`src/rtl/rtbw_pkg.sv`:
```
package rtbw_pkg;
    localparam int WORD_W = 16;
    localparam int CODE_W = 5;

    localparam int B_TMO      = 0;
    localparam int B_HSK      = 1;
    localparam int B_LOOP     = 2;
    localparam int B_TRBAD    = 3;
    localparam int B_ILLCMD   = 4;
    localparam int B_WCLO     = 5;
    localparam int B_WCHI     = 6;
    localparam int B_BCAST    = 7;
    localparam int B_SHUT0    = 8;
    localparam int B_SHUT1    = 9;
    localparam int B_INHIB    = 11;
    localparam int B_TMO_B0   = 12;
    localparam int B_TMO_B1   = 13;

    localparam logic [WORD_W-1:0] ZERO_MASK  = 16'hC400;
    localparam logic [WORD_W-1:0] QUERY_MASK = 16'h0B18;

    localparam logic [CODE_W-1:0] MC_STATUS   = 5'd2;
    localparam logic [CODE_W-1:0] MC_SELFTEST = 5'd3;
    localparam logic [CODE_W-1:0] MC_SHUT     = 5'd4;
    localparam logic [CODE_W-1:0] MC_OVR_SHUT = 5'd5;
    localparam logic [CODE_W-1:0] MC_INHIB    = 5'd6;
    localparam logic [CODE_W-1:0] MC_OVR_INH  = 5'd7;
    localparam logic [CODE_W-1:0] MC_RTRESET  = 5'd8;
    localparam logic [CODE_W-1:0] MC_RSV1_LO  = 5'd9;
    localparam logic [CODE_W-1:0] MC_RSV1_HI  = 5'd15;
    localparam logic [CODE_W-1:0] MC_TR_LAST  = 5'd16;
    localparam logic [CODE_W-1:0] MC_SYNC_RX  = 5'd17;
    localparam logic [CODE_W-1:0] MC_LASTCMD  = 5'd18;
    localparam logic [CODE_W-1:0] MC_BITWORD  = 5'd19;
    localparam logic [CODE_W-1:0] MC_SEL_SH   = 5'd20;
    localparam logic [CODE_W-1:0] MC_SEL_OVR  = 5'd21;
    localparam logic [CODE_W-1:0] MC_RSV2_LO  = 5'd22;

    typedef struct packed {
        logic legal;
        logic query;
        logic capture;
        logic rt_reset;
        logic self_test;
        logic inhib_on;
        logic inhib_off;
        logic shut;
        logic shut_off;
        logic tr_bad;
        logic illegal;
        logic clr_err;
    } cmd_class_t;

    typedef struct packed {
        logic tx_timeout;
        logic tx_bus;
        logic loop_fail;
        logic hs_fail;
        logic bcast_ill;
        logic wc_high;
        logic wc_low;
        logic st_valid;
        logic st_ok;
        logic cmd_bus;
    } event_t;

    typedef struct packed {
        logic [WORD_W-1:0] word;
        logic              armed;
    } bit_state_t;
endpackage

```
`src/rtl/rtbw_decode.sv`:
```
module rtbw_decode
    import rtbw_pkg::*;
(
    input  logic              cmd_valid,
    input  logic              cmd_mode,
    input  logic [CODE_W-1:0] cmd_code,
    input  logic              cmd_tr,
    input  logic              ss_illegal_n,
    input  logic              ss_allow_code,
    output cmd_class_t        cls
);
    logic reserved;
    logic sel_shut;
    logic tr_checked;
    logic tr_need;
    logic tr_wrong;

    always_comb begin
        reserved = ((cmd_code >= MC_RSV1_LO) && (cmd_code <= MC_RSV1_HI))
                 || (cmd_code >= MC_RSV2_LO);
        sel_shut = (cmd_code == MC_SEL_SH) || (cmd_code == MC_SEL_OVR);

        tr_checked = 1'b1;
        tr_need    = 1'b1;
        if (cmd_code <= MC_TR_LAST) begin
            tr_need = 1'b1;
        end else if ((cmd_code == MC_LASTCMD) || (cmd_code == MC_BITWORD)) begin
            tr_need = 1'b1;
        end else if ((cmd_code == MC_SYNC_RX) || sel_shut) begin
            tr_need = 1'b0;
        end else begin
            tr_checked = 1'b0;
        end
        tr_wrong = cmd_mode && tr_checked && (cmd_tr != tr_need);

        cls.legal     = cmd_valid && cmd_mode && !tr_wrong && ss_illegal_n
                      && !reserved && !sel_shut;
        cls.query     = cls.legal && ((cmd_code == MC_STATUS)
                      || (cmd_code == MC_LASTCMD) || (cmd_code == MC_BITWORD));
        cls.capture   = cls.legal && (cmd_code == MC_BITWORD);
        cls.rt_reset  = cls.legal && (cmd_code == MC_RTRESET);
        cls.self_test = cls.legal && (cmd_code == MC_SELFTEST);
        cls.inhib_on  = cls.legal && (cmd_code == MC_INHIB);
        cls.inhib_off = cls.legal && (cmd_code == MC_OVR_INH);
        cls.shut      = cls.legal && (cmd_code == MC_SHUT);
        cls.shut_off  = cls.legal && (cmd_code == MC_OVR_SHUT);
        cls.tr_bad    = cmd_valid && tr_wrong;
        cls.illegal   = cmd_valid && (!ss_illegal_n
                      || (cmd_mode && reserved && ss_allow_code)
                      || (cmd_mode && sel_shut));
        cls.clr_err   = cmd_valid && !cls.query;
    end
endmodule

```
`src/rtl/rtbw_update.sv`:
```
module rtbw_update
    import rtbw_pkg::*;
(
    input  logic              clk,
    input  logic              rst_n,
    input  cmd_class_t        cls,
    input  event_t            ev,
    output logic [WORD_W-1:0] word_o
);
    bit_state_t st_d, st_q;

    always_comb begin
        st_d = st_q;
        if (cls.rt_reset) begin
            st_d.word  = '0;
            st_d.armed = 1'b0;
        end else begin
            // self-test outcome uses the arm state from before this edge
            if (ev.st_valid) begin
                st_d.armed = 1'b0;
                if (st_q.armed && !ev.st_ok) st_d.word[B_TMO] = 1'b1;
            end
            if (cls.self_test) st_d.armed = 1'b1;

            // clears first, sets afterwards so a set wins
            if (cls.clr_err) begin
                st_d.word[B_TRBAD]  = 1'b0;
                st_d.word[B_ILLCMD] = 1'b0;
            end
            if (cls.inhib_off) st_d.word[B_INHIB] = 1'b0;
            if (cls.shut_off) begin
                st_d.word[B_SHUT0] = 1'b0;
                st_d.word[B_SHUT1] = 1'b0;
            end

            if (cls.inhib_on) st_d.word[B_INHIB] = 1'b1;
            if (cls.shut) begin
                if (ev.cmd_bus) st_d.word[B_SHUT0] = 1'b1;
                else            st_d.word[B_SHUT1] = 1'b1;
            end
            if (cls.tr_bad)  st_d.word[B_TRBAD]  = 1'b1;
            if (cls.illegal) st_d.word[B_ILLCMD] = 1'b1;
            if (ev.tx_timeout) begin
                st_d.word[B_TMO] = 1'b1;
                if (ev.tx_bus) st_d.word[B_TMO_B1] = 1'b1;
                else           st_d.word[B_TMO_B0] = 1'b1;
            end
            if (ev.loop_fail) st_d.word[B_LOOP]  = 1'b1;
            if (ev.hs_fail)   st_d.word[B_HSK]   = 1'b1;
            if (ev.bcast_ill) st_d.word[B_BCAST] = 1'b1;
            if (ev.wc_high)   st_d.word[B_WCHI]  = 1'b1;
            if (ev.wc_low)    st_d.word[B_WCLO]  = 1'b1;
        end
        st_d.word = st_d.word & ~ZERO_MASK;
    end

    always_ff @(posedge clk or negedge rst_n) begin
        if (!rst_n) st_q <= '0;
        else        st_q <= st_d;
    end

    assign word_o = st_q.word;

    assert_zero_bits_R2: assert property (@(posedge clk) disable iff (!rst_n)
        (st_q.word & ZERO_MASK) == '0);

    assert_rtreset_clear_R3: assert property (@(posedge clk) disable iff (!rst_n)
        cls.rt_reset |=> (st_q.word == '0) && !st_q.armed);

    assert_query_hold_R4: assert property (@(posedge clk) disable iff (!rst_n)
        cls.query |=> ((st_q.word & QUERY_MASK) == ($past(st_q.word) & QUERY_MASK)));

    assert_timeout_set_R5: assert property (@(posedge clk) disable iff (!rst_n)
        (ev.tx_timeout && !cls.rt_reset) |=> st_q.word[B_TMO]);

    assert_set_wins_R10: assert property (@(posedge clk) disable iff (!rst_n)
        (cls.tr_bad && !cls.rt_reset) |=> st_q.word[B_TRBAD]);

    assert_unarmed_result_R6: assert property (@(posedge clk) disable iff (!rst_n)
        (ev.st_valid && !st_q.armed && !ev.tx_timeout && !cls.rt_reset)
        |=> st_q.word[B_TMO] == $past(st_q.word[B_TMO]));
endmodule

```
`src/rtl/rtbw_snap.sv`:
```
module rtbw_snap
    import rtbw_pkg::*;
(
    input  logic              clk,
    input  logic              rst_n,
    input  logic              capture,
    input  logic [WORD_W-1:0] live,
    output logic [WORD_W-1:0] snap_o
);
    logic [WORD_W-1:0] snap_d, snap_q;

    always_comb begin
        snap_d = snap_q;
        if (capture) snap_d = live;
    end

    always_ff @(posedge clk or negedge rst_n) begin
        if (!rst_n) snap_q <= '0;
        else        snap_q <= snap_d;
    end

    assign snap_o = snap_q;

    assert_snap_hold_R12: assert property (@(posedge clk) disable iff (!rst_n)
        !capture |=> $stable(snap_q));

    assert_snap_load_R12: assert property (@(posedge clk) disable iff (!rst_n)
        capture |=> snap_q == $past(live));
endmodule

```
`src/rtl/rt_bit_word.sv`:
```
module rt_bit_word
    import rtbw_pkg::*;
(
    input  logic              clk,
    input  logic              rst_n,
    input  logic              cmd_valid,
    input  logic              cmd_mode,
    input  logic [CODE_W-1:0] cmd_code,
    input  logic              cmd_tr,
    input  logic              cmd_bus,
    input  logic              ss_illegal_n,
    input  logic              ss_allow_code,
    input  logic              ev_tx_timeout,
    input  logic              tx_bus,
    input  logic              ev_loop_fail,
    input  logic              ev_hs_fail,
    input  logic              ev_bcast_ill,
    input  logic              ev_wc_high,
    input  logic              ev_wc_low,
    input  logic              st_result_valid,
    input  logic              st_result_ok,
    output logic [WORD_W-1:0] bit_word,
    output logic [WORD_W-1:0] tbw_word
);
    cmd_class_t cls;
    event_t     ev;

    always_comb begin
        ev.tx_timeout = ev_tx_timeout;
        ev.tx_bus     = tx_bus;
        ev.loop_fail  = ev_loop_fail;
        ev.hs_fail    = ev_hs_fail;
        ev.bcast_ill  = ev_bcast_ill;
        ev.wc_high    = ev_wc_high;
        ev.wc_low     = ev_wc_low;
        ev.st_valid   = st_result_valid;
        ev.st_ok      = st_result_ok;
        ev.cmd_bus    = cmd_bus;
    end

    rtbw_decode u_decode (
        .cmd_valid     (cmd_valid),
        .cmd_mode      (cmd_mode),
        .cmd_code      (cmd_code),
        .cmd_tr        (cmd_tr),
        .ss_illegal_n  (ss_illegal_n),
        .ss_allow_code (ss_allow_code),
        .cls           (cls)
    );

    rtbw_update u_update (
        .clk    (clk),
        .rst_n  (rst_n),
        .cls    (cls),
        .ev     (ev),
        .word_o (bit_word)
    );

    rtbw_snap u_snap (
        .clk     (clk),
        .rst_n   (rst_n),
        .capture (cls.capture),
        .live    (bit_word),
        .snap_o  (tbw_word)
    );
endmodule

```
`config.mk`:
```
export PLATFORM = sky130hd
export DESIGN_NAME = rt_bit_word
export DESIGN_NICKNAME = d
export VERILOG_FILES = /design/src/rtl/rtbw_pkg.sv /design/src/rtl/rtbw_decode.sv /design/src/rtl/rtbw_update.sv /design/src/rtl/rtbw_snap.sv /design/src/rtl/rt_bit_word.sv
export SDC_FILE = /design/constraint.sdc
export NUM_CORES = 1
export LEC_CHECK = 0
export BUFFER_PORTS_ARGS = -buffer_cell sky130_fd_sc_hd__buf_2
export CAP_MARGIN = 20
export CORE_MARGIN = 2
export CORE_UTILIZATION = 45
export CTS_BUF_LIST = sky130_fd_sc_hd__clkbuf_8
export CTS_CLUSTER_SIZE = 30
export DETAILED_ROUTE_END_ITERATION = 7
export GPL_TIMING_DRIVEN = 0
export PLACE_DENSITY_LB_ADDON = 0.25
export SYNTH_ARGS = -nofsm -noshare
export SYNTH_HDL_FRONTEND = slang
export SYNTH_HIERARCHICAL = 1
export SYNTH_SLANG_ARGS = --single-unit
```
`constraint.sdc`:
```
create_clock -name clk -period 1 [get_ports clk]
set_clock_uncertainty 0.05 [all_clocks]
set_input_delay 0.3 -clock clk [delete_from_list [all_inputs] [get_ports clk]]
set_output_delay 0.3 -clock clk [all_outputs]
set_load 0.05 [all_outputs]
```
==> results.md, run 1 <==
- Vias in the first global route: 1,399
- Clock slew seen by the registers of the worst setup and hold paths: 60 ps
- Number of port buffers: 47
- HP Class: in -> async
- Clk root buf: clkbuf_8
- Gp weighted congestion: 0.820
- # rows: 21
- Util after Layout: 82.8%
- Slew HR: 55.9%
- Final setup TNS: -16,550 ps
- Pre-antenna DRT Iters: 4
- Slew @ Worst Pin: 662 ps
- Final worst setup slack: -515 ps
- Tcrit/Tclk final: 151%
- Maximum VDD drop: 0.849 mV
- Cells after synthesis: 143
- PwrDens: 1200 nW/um^2
- CTS Sinks: 30
- H-tree depth: 2
- Die H: 63.0 microns
- Hold Vio Cnt, Final: 0
- Crit path cell chain: buf_12 > or2_4 > o32ai_4 > nor4_4 > buf_6 > buf_12 > mux2_4
- Synth warnings: 6
- Setup Viol. Count Final: 59
- CTS buffer count: 5
- Failing checks: negative setup slack
- Antenna violations before repair: 0
- First-pass GRT wire length: 6900 microns
- Max cap viols: 0
- DP HPWL: 2310 microns
- Most frequent cells in the layout: 43 x buf_4, 30 x dfrtp_1, 21 x buf_6
- Clk_lat worst skew: 270 ps
- Syn avg cell area: 11.0 sq um
- Unrepaired setup endpoints after global routing: yes
- CTS tree: built
- Largest stage delay, worst path: 310 ps
- Status: complete, but fails checks
- Post-DR wirelength/cell: 17.8 microns
- Congestion Overflow GR: 0
- CTS Buffer Depth: 2
- Fillers: 177
- # IOs: 54
- Fin. max-slew vios: 0
- Die Width: 63.0 microns
- DRT antenna net count: 0
- Area Growth Syn to Fin: 76.2%
- CTS Hold Buffers Added: 0
- Most common cell after layout, fill and taps aside: buf_4
- WP data required: 1100 ps
- Slowest cell on the critical path: mux2_4
- Die area: 3970 sq um
- Final min period: 1510 ps
- Total Routed Length: 4900 microns
- Pin count of the biggest net entering global routing: 31
- DR vias/cell: 4.99
- Starting density of the core: 47.0%
- Core area: 3340 sq um
- Crit. End Element: flip-flop
- Drt drc: 0
- Most frequent CP cell: buf_12
- Worst EP arrival: 1620 ps
- Layout cells sized above 1: 67.0%
- Via count: 1,376
- Fmax: 660 MHz
- CP startpoint kind: primary input
- Gr usage total: 22.5%
- Synthesized area: 1570 sq um
- Ant. Diodes: 0
- Final hold slack: 8.16 ps
- WS Path Type: in -> reg
- LEAKAGE: 1.30 nW
- Crit-path max FO: 10
- Nets: 251
- Iter 0 DRT Violations: 40
[critical path, delay by kind of cell]
| family | cells | cell delay, ps |
|---|---|---|
| buffers and inverters | 3 | 400 |
| multiplexers | 1 | 310 |
| AO/OA/AOI/OAI | 1 | 290 |
| AND/OR/NAND/NOR | 2 | 320 |
[where the power goes]
group          internal [mW]  switching (mW)  total, mW
clock network          0.544           0.424      0.968
logic                  0.468           0.525      0.992
registers               1.29          0.0609       1.35
total                   2.30            1.01       3.31
[worst paths after layout]
kind,end,cells past startpoint,startpoint,slack (ps)
worst max-delay path,u_snap/snap_o[6]$_DFFE_PN0P_,7,cmd_code[2],-510
worst min-delay path,u_snap/snap_o[9]$_DFFE_PN0P_,1,rst_n,8
worst max register to register,u_snap/snap_o[4]$_DFFE_PN0P_,3,u_update/word_o[4]$_DFFE_PN0P_,-120
worst min register to register,u_snap/snap_o[0]$_DFFE_PN0P_,1,u_snap/snap_o[0]$_DFFE_PN0P_,480
max in group asynchronous,u_snap/snap_o[0]$_DFFE_PN0P_,1,rst_n,460
min in group clk,u_update/word_o[5]$_DFFE_PN0P_,3,ev_wc_low,210
[registers in the layout, summed over array words and instances (netlist names)]
name	count
u_snap/snap_o	16
u_update/st_q	1
u_update/word_o	13
[metrics by stage]
step,cell area (sq um),setup WS [ps],power (mW),std cells
after floorplan,1660,-666,1.84,145
after global placement,1950,-897,2.00,238
after detailed placement,1950,-908,2.01,238
after CTS,2580,-468,3.20,267
after global routing,2760,-557,3.46,276
final,2760,-515,3.31,276
[layer usage]
layer / GRT usage, % / wire (microns) / up-vias
met5: 0 / 0 / -
met4: 5.56 / 44 / 0
met3: 5.41 / 203 / 4
met2: 39.9 / 2740 / 51
met1: 27.2 / 1910 / 686
li1: - / - / 635
[area by class of cell]
type	instances	area (sq um)	share of cell area [%]
plain buffers	9	123	4.44
clock buffers	6	82.6	2.99
clock inverters	2	8.76	0.317
inverters	7	26.3	0.951
multi-input cells	85	811	29.3
flip-flops and latches	30	751	27.2
well taps	46	57.6	2.08
repair buffers	91	903	32.7
[repair_timing]
| action | 4_1_cts | 5_1_grt |
|---|---|---|
| buffers inserted | 32 | 11 |
| gates cloned | 1 | 0 |
| hold endpoints to repair | 0 | 0 |
| setup endpoints to repair | 59 | 59 |
| resized for setup | 91 | 30 |
| pin swaps | 2 | 4 |
Power figures use the tool's default switching activity.
==> run 2: changes to the inputs <==
--- a/config.mk
+++ b/config.mk
@@ -12,7 +12,7 @@
 export CTS_BUF_LIST = sky130_fd_sc_hd__clkbuf_8
 export CTS_CLUSTER_SIZE = 30
 export DETAILED_ROUTE_END_ITERATION = 7
-export GPL_TIMING_DRIVEN = 0
+export GPL_TIMING_DRIVEN = 1
 export PLACE_DENSITY_LB_ADDON = 0.25
 export SYNTH_ARGS = -nofsm -noshare
 export SYNTH_HDL_FRONTEND = slang
==> results.md, run 2 (synthesis gave the netlist of run 1 again) <==
- Status: complete, but fails checks
- Most common cell after layout, fill and taps aside: buf_4
- Fin. max-slew vios: 0 (unchanged)
- Layout cells sized above 1: 69.7% (+2.8 points)
- Iter 0 DRT Violations: 67 (+68%)
- R2R Path End: u_snap/snap_o[4]$_DFFE_PN0P_
- Core area: 3340 sq um (unchanged)
- First-pass GRT wire length: 7120 microns (+3.2%)
- Gr usage total: 23.6% (+1.2 points)
- Congestion Overflow GR: 0 (unchanged)
- Worst EP arrival: 1590 ps (-30 ps)
- Drt drc: 0 (unchanged)
- Failing checks: negative setup slack
- Die H: 63.0 microns (unchanged)
- Clk root buf: clkbuf_8
- Pre-antenna DRT Iters: 4 (unchanged)
- WP data required: 1110 ps (about the same)
- H-tree depth: 2 (unchanged)
- Pin count of the biggest net entering global routing: 31 (unchanged)
- DR vias/cell: 4.95 (-0.79%)
- DP HPWL: 2470 microns (+6.9%)
- Slowest cell on the critical path: mux2_4
- Total Routed Length: 5240 microns (+6.9%)
- Antenna violations before repair: 0 (unchanged)
- Final worst setup slack: -481 ps (+33.5 ps)
- Unrepaired setup endpoints after global routing: yes
- CTS Sinks: 30 (unchanged)
- Largest stage delay, worst path: 300 ps (about the same)
- Clk_lat worst skew: 270 ps (about the same)
- Via count: 1,469 (+6.8%)
- R2r setup slk: -100 ps (+20 ps)
- Ant. Diodes: 0 (unchanged)
- HP Class: in -> reg
- Final min period: 1480 ps (-33.5 ps)
- Worst Hold End: u_update/word_o[5]$_DFFE_PN0P_
- DP Worst Slack: -768 ps (+140 ps)
- Worst R2R Start: u_update/word_o[4]$_DFFE_PN0P_
- Starting density of the core: 47.0% (unchanged)
- Crit. End Element: flip-flop
- Number of port buffers: 50 (+6.4%)
- Maximum VDD drop: 0.933 mV (+9.9%)
- CTS Buffer Depth: 2 (unchanged)
- Crit-path max FO: 8 (-2)
- Vias in the first global route: 1,467 (+4.9%)
- Nets: 272 (+8.4%)
- Hold Crit Depth: 3
- # rows: 21 (unchanged)
- Die area: 3970 sq um (unchanged)
- CTS buffer count: 5 (unchanged)
- CP startpoint kind: primary input
- Post-DR wirelength/cell: 17.6 microns (-0.66%)
- Crit path cell chain: buf_8 > or2_4 > o32ai_4 > nor4_4 > buf_4 > clkbuf_16 > mux2_4
- Die Width: 63.0 microns (unchanged)
- Tcrit/Tclk final: 148% (-3.4 points)
- # IOs: 54 (unchanged)
- Cell Count Post-Placement: 246 (+3.4%)
- DRT antenna net count: 0 (unchanged)
- Max cap viols: 0 (unchanged)
- Clock slew seen by the registers of the worst setup and hold paths: 70 ps (about the same)
- Final setup TNS: -15,500 ps (+1050 ps)
- LEAKAGE: 1.40 nW (+8.1%)
- Total power: 3.39 mW (+2.5%)
- Most frequent cells in the layout: 59 x buf_4, 37 x buf_6, 30 x dfrtp_1
- WS Path Type: in -> reg
- Setup Viol. Count Final: 59 (unchanged)
- Max FFs per register: 16 (unchanged)
- Hold Vio Cnt, Final: 0 (unchanged)
- Gp weighted congestion: 0.781 (-4.8%)
- FF-to-FF path depth: 3 (unchanged)
- Fmax: 675 MHz (+2.3%)
- Final non-filler cell total: 297 (+7.6%)
- PwrDens: 1170 nW/um^2 (-2.6%)
- Worst Hold Launch: ev_wc_low
- Area Growth Syn to Fin: 85.3%
- CTS tree: built
-- run 2: changes by cell type in the layout (fill, tap and decap cells not counted), moves of 2 or more --
cell | previous run | this run
nor2_1 | 11 | 9
nand2b_4 | 0 | 2
buf_2 | 12 | 15
buf_4 | 43 | 59
buf_8 | 16 | 3
nor2_2 | 5 | 1
nor2_4 | 1 | 7
nand2b_1 | 9 | 7
buf_6 | 21 | 37
-- run 2: worst max path at each step --
stage	start	endpoint	slack, ps
2_1_floorplan	cmd_code[1]	u_snap/snap_o[10]$_DFFE_PN0P_	-670
3_3_place_gp	cmd_code[2]	u_snap/snap_o[5]$_DFFE_PN0P_	-740
3_5_place_dp	cmd_code[3]	u_snap/snap_o[1]$_DFFE_PN0P_	-770
4_1_cts	cmd_tr	u_snap/snap_o[1]$_DFFE_PN0P_	-430
5_1_grt	cmd_tr	u_snap/snap_o[5]$_DFFE_PN0P_	-490
6_report	cmd_tr	u_snap/snap_o[6]$_DFFE_PN0P_	-480
-- run 2: layout make-up --
| cell class | instances | area [sq um] |
|---|---|---|
| Timing Repair Buffer | 121 | 1120 |
| Multi-Input combinational cell | 85 | 857 |
| Sequential cell | 30 | 751 |
| Fill cell | 142 | 432 |
| Clock buffer | 6 | 82.6 |
| Tap cell | 46 | 57.6 |
| Inverter | 7 | 26.3 |
| Clock inverter | 2 | 8.76 |
-- run 2: metal layers --
metal  track usage (%)  routed length [microns]  up-vias
li1                  -                        -      676
met1              28.5                     2070      728
met2              40.6                     2840       51
met3              6.85                      199       14
met4              7.22                      125        0
met5                 0                        0        -
-- run 2: critical path: cells and delay by family --
kind | cells | cell delay (ps)
buf+inv | 3 | 400
simple gates | 2 | 320
mux | 1 | 300
compound gates | 1 | 260
-- run 2: stage by stage --
step | cell area [sq um] | hold WS, ps | utilization [%]
global route | 2910 | 228 | 87.1
finish | 2910 | 236 | 87.1
global placement | 2000 | 209 | 59.8
floorplan | 1660 | -45.6 | -
detailed placement | 2000 | 214 | 59.8
CTS | 2680 | 195 | 80.3
-- run 2: repair_timing --
item                                    CTS  global route
setup buffers                            20            22
endpoints found under the setup margin   59            59
pin swaps                                13            15
cloned                                    2             0
hold buffers                              1             0
endpoints found under the hold margin    30             0
resized for setup                       100            25
-- run 2: where the power goes --
| part | internal, mW | switching [mW] |
|---|---|---|
| Clock | 0.544 | 0.446 |
| Sequential | 1.29 | 0.0550 |
| Combinational | 0.509 | 0.549 |
| Total | 2.34 | 1.05 |
==> run 3: changes to the inputs <==
--- a/config.mk
+++ b/config.mk
@@ -7,8 +7,10 @@
 export LEC_CHECK = 0
 export BUFFER_PORTS_ARGS = -buffer_cell sky130_fd_sc_hd__buf_2
 export CAP_MARGIN = 20
+export CELL_PAD_IN_SITES_DETAIL_PLACEMENT = 2
+export CELL_PAD_IN_SITES_GLOBAL_PLACEMENT = 2
 export CORE_MARGIN = 2
-export CORE_UTILIZATION = 45
+export CORE_UTILIZATION = 32
 export CTS_BUF_LIST = sky130_fd_sc_hd__clkbuf_8
 export CTS_CLUSTER_SIZE = 30
 export DETAILED_ROUTE_END_ITERATION = 7
==> results.md, run 3 (synthesis gave the netlist of run 1 again) <==
- DP HPWL: 3380 microns (+37%)
- First-pass GRT wire length: 8910 microns (+25%)
- CTS buffer count: 5 (unchanged)
- Fin. max-slew vios: 0 (unchanged)
- Failing checks: negative setup slack
- Pin count of the biggest net entering global routing: 17 (-45%)
- Unrepaired setup endpoints after global routing: yes
- Nets: 261 (-4.0%)
- Starting density of the core: 33.2% (-14 points)
- Max FFs per register: 16 (unchanged)
- Crit path cell chain: buf_2 > nor2b_4 > o32ai_2 > nor4_4 > buf_12 > mux2_2
- GR Util met2: 42.9% (+2.3 points)
- Setup Viol. Count Final: 59 (unchanged)
- PwrDens: 1230 nW/um^2 (+5.5%)
- Pre-antenna DRT Iters: 4 (unchanged)
- Crit. End Element: flip-flop
- Core area: 4720 sq um (+42%)
- Crit-path max FO: 16 (+8)
- FF+latch area: 751 sq um (unchanged)
- Antenna violations before repair: 0 (unchanged)
- HP Class: in -> reg
- Final non-filler cell total: 307 (+3.4%)
- Iter 0 DRT Violations: 19 (-72%)
- Hold Vio Cnt, Final: 0 (unchanged)
- Number of port buffers: 50 (unchanged)
- Ant. Diodes: 0 (unchanged)
- Met1 GRT Util: 24.8% (-3.7 points)
- Die area: 5480 sq um (+38%)
- DRT antenna net count: 0 (unchanged)
- Clk root buf: clkbuf_8
- Util after Layout: 59.8% (-27 points)
- Total power: 3.47 mW (+2.5%)
- Area Growth Syn to Fin: 80.1%
- FF-to-FF path depth: 3 (unchanged)
- Worst R2R Start: u_update/word_o[4]$_DFFE_PN0P_
- LEAKAGE: 1.32 nW (-5.5%)
- Worst Hold Launch: cmd_bus
- Status: complete, but fails checks
- # IOs: 54 (unchanged)
- CTS tree: built
- Met3 Usage GRT: 4.61% (-2.2 points)
- Gr usage total: 22.8% (-0.83 points)
- Via count: 1,456 (-0.88%)
- Most frequent cells in the layout: 48 x buf_4, 38 x buf_6, 30 x dfrtp_1
- Hold Crit Depth: 3 (unchanged)
- WP data required: 1120 ps (about the same)
- Worst EP arrival: 1640 ps (+50 ps)
- Die H: 74.0 microns (+17%)
- Fmax: 657 MHz (-2.7%)
- Total Routed Length: 7320 microns (+40%)
- Vias in the first global route: 1,617 (+10%)
- Clk_lat worst skew: 280 ps (about the same)
- Gp weighted congestion: 0.831 (+6.4%)
- Final worst setup slack: -523 ps (-41.5 ps)
- WS Path Type: in -> reg
- # rows: 25 (+19%)
- H-tree depth: 2 (unchanged)
- Largest stage delay, worst path: 370 ps (+70 ps)
- Post-DR wirelength/cell: 23.9 microns (+35%)
- CTS Sinks: 30 (unchanged)
- Layout cells sized above 1: 69.6% (-0.14 points)
- R2r setup slk: -160 ps (-60 ps)
- Worst Hold End: u_update/word_o[8]$_DFF_PN0_
- Cell Count Post-Placement: 264 (+7.3%)
- Congestion Overflow GR: 0 (unchanged)
- CP startpoint kind: primary input
- DR vias/cell: 4.74 (-4.1%)
- R2R Path End: u_snap/snap_o[4]$_DFFE_PN0P_
- Max cap viols: 0 (unchanged)
- Die Width: 74.0 microns (+17%)
- Final hold slack: 236 ps (-0.00100 ps)
- Slowest cell on the critical path: mux2_2
- Clock slew seen by the registers of the worst setup and hold paths: 80 ps (about the same)
- Maximum VDD drop: 0.675 mV (-28%)
- Final min period: 1520 ps (+41.5 ps)
- GR peak layer: met2
- Most common cell after layout, fill and taps aside: buf_4
- Fillers: 439 (+210%)
- Tcrit/Tclk final: 152% (+4.1 points)
- CTS Buffer Depth: 2 (unchanged)
- Area of the multi-input gates: 827 sq um (-3.5%)
- Drt drc: 0 (unchanged)
==> run 3: cell types whose count changed in the layout (fill, tap and decap cells not counted), moves of 2 or more <==
cell / previous run / this run
a21oi_1: 3 / 0
mux2_2: 0 / 5
mux2_4: 16 / 11
inv_1: 8 / 6
nand2_1: 1 / 3
a21oi_2: 5 / 9
nand2b_4: 2 / 0
nand2b_1: 7 / 9
buf_4: 59 / 48
==> run 3: routing by layer <==
layer | share of wire [%] | up-vias
li1 | - | 655
met1 | 39 | 743
met2 | 56 | 48
met3 | 3.4 | 10
met4 | 1.5 | 0
met5 | 0 | -
==> run 3: power breakdown <==
part           total, mW  leakage, nW  switching [mW]  internal [mW]
clock network       1.09       0.0472           0.532          0.554
logic               1.03        0.910           0.566          0.467
registers           1.35        0.368          0.0710           1.28
==> run 3: cell type report <==
class                           instances  area share, %
Clock buffer                            6           2.92
Clock inverter                          2          0.443
Inverter                                7          0.930
Multi-Input combinational cell         85           29.3
Sequential cell                        30           26.6
Tap cell                               67           2.97
Timing Repair Buffer                  110           36.9
==> run 3: worst max-delay path by stage <==
stage	start	to	slack [ps]	cells after the start
floorplan	cmd_code[1]	u_snap/snap_o[10]$_DFFE_PN0P_	-670	7
global placement	cmd_code[2]	u_snap/snap_o[12]$_DFFE_PN0P_	-750	6
detailed placement	cmd_code[2]	u_update/word_o[8]$_DFF_PN0_	-820	6
CTS	cmd_code[0]	u_snap/snap_o[2]$_DFFE_PN0P_	-460	6
global route	cmd_code[0]	u_snap/snap_o[3]$_DFFE_PN0P_	-560	6
finish	cmd_code[0]	u_snap/snap_o[3]$_DFFE_PN0P_	-520	6
==> run 3: through the flow <==
stage | cell area [sq um] | setup slack [ps] | TNS, ps
after global placement | 2000 | -749 | -20640
after global routing | 2820 | -563 | -18710
after CTS | 2600 | -462 | -14690
final | 2820 | -523 | -17160
after floorplan | 1660 | -666 | -14150
after detailed placement | 2000 | -823 | -22520
==> run 3: worst max-delay path, delay by kind of cell <==
family                 cells  cell delay, ps
AND/OR/NAND/NOR            2             510
buffers and inverters      2             340
AO/OA/AOI/OAI              1             120
multiplexers               1             370
==> run 3: what timing repair did <==
action / CTS / global route
gates cloned: 1 / 0
setup endpoints to repair: 59 / 59
hold buffers: 1 / 0
pin swaps: 12 / 18
setup buffers: 20 / 14
resized for setup: 95 / 28
hold endpoints to repair: 11 / 0
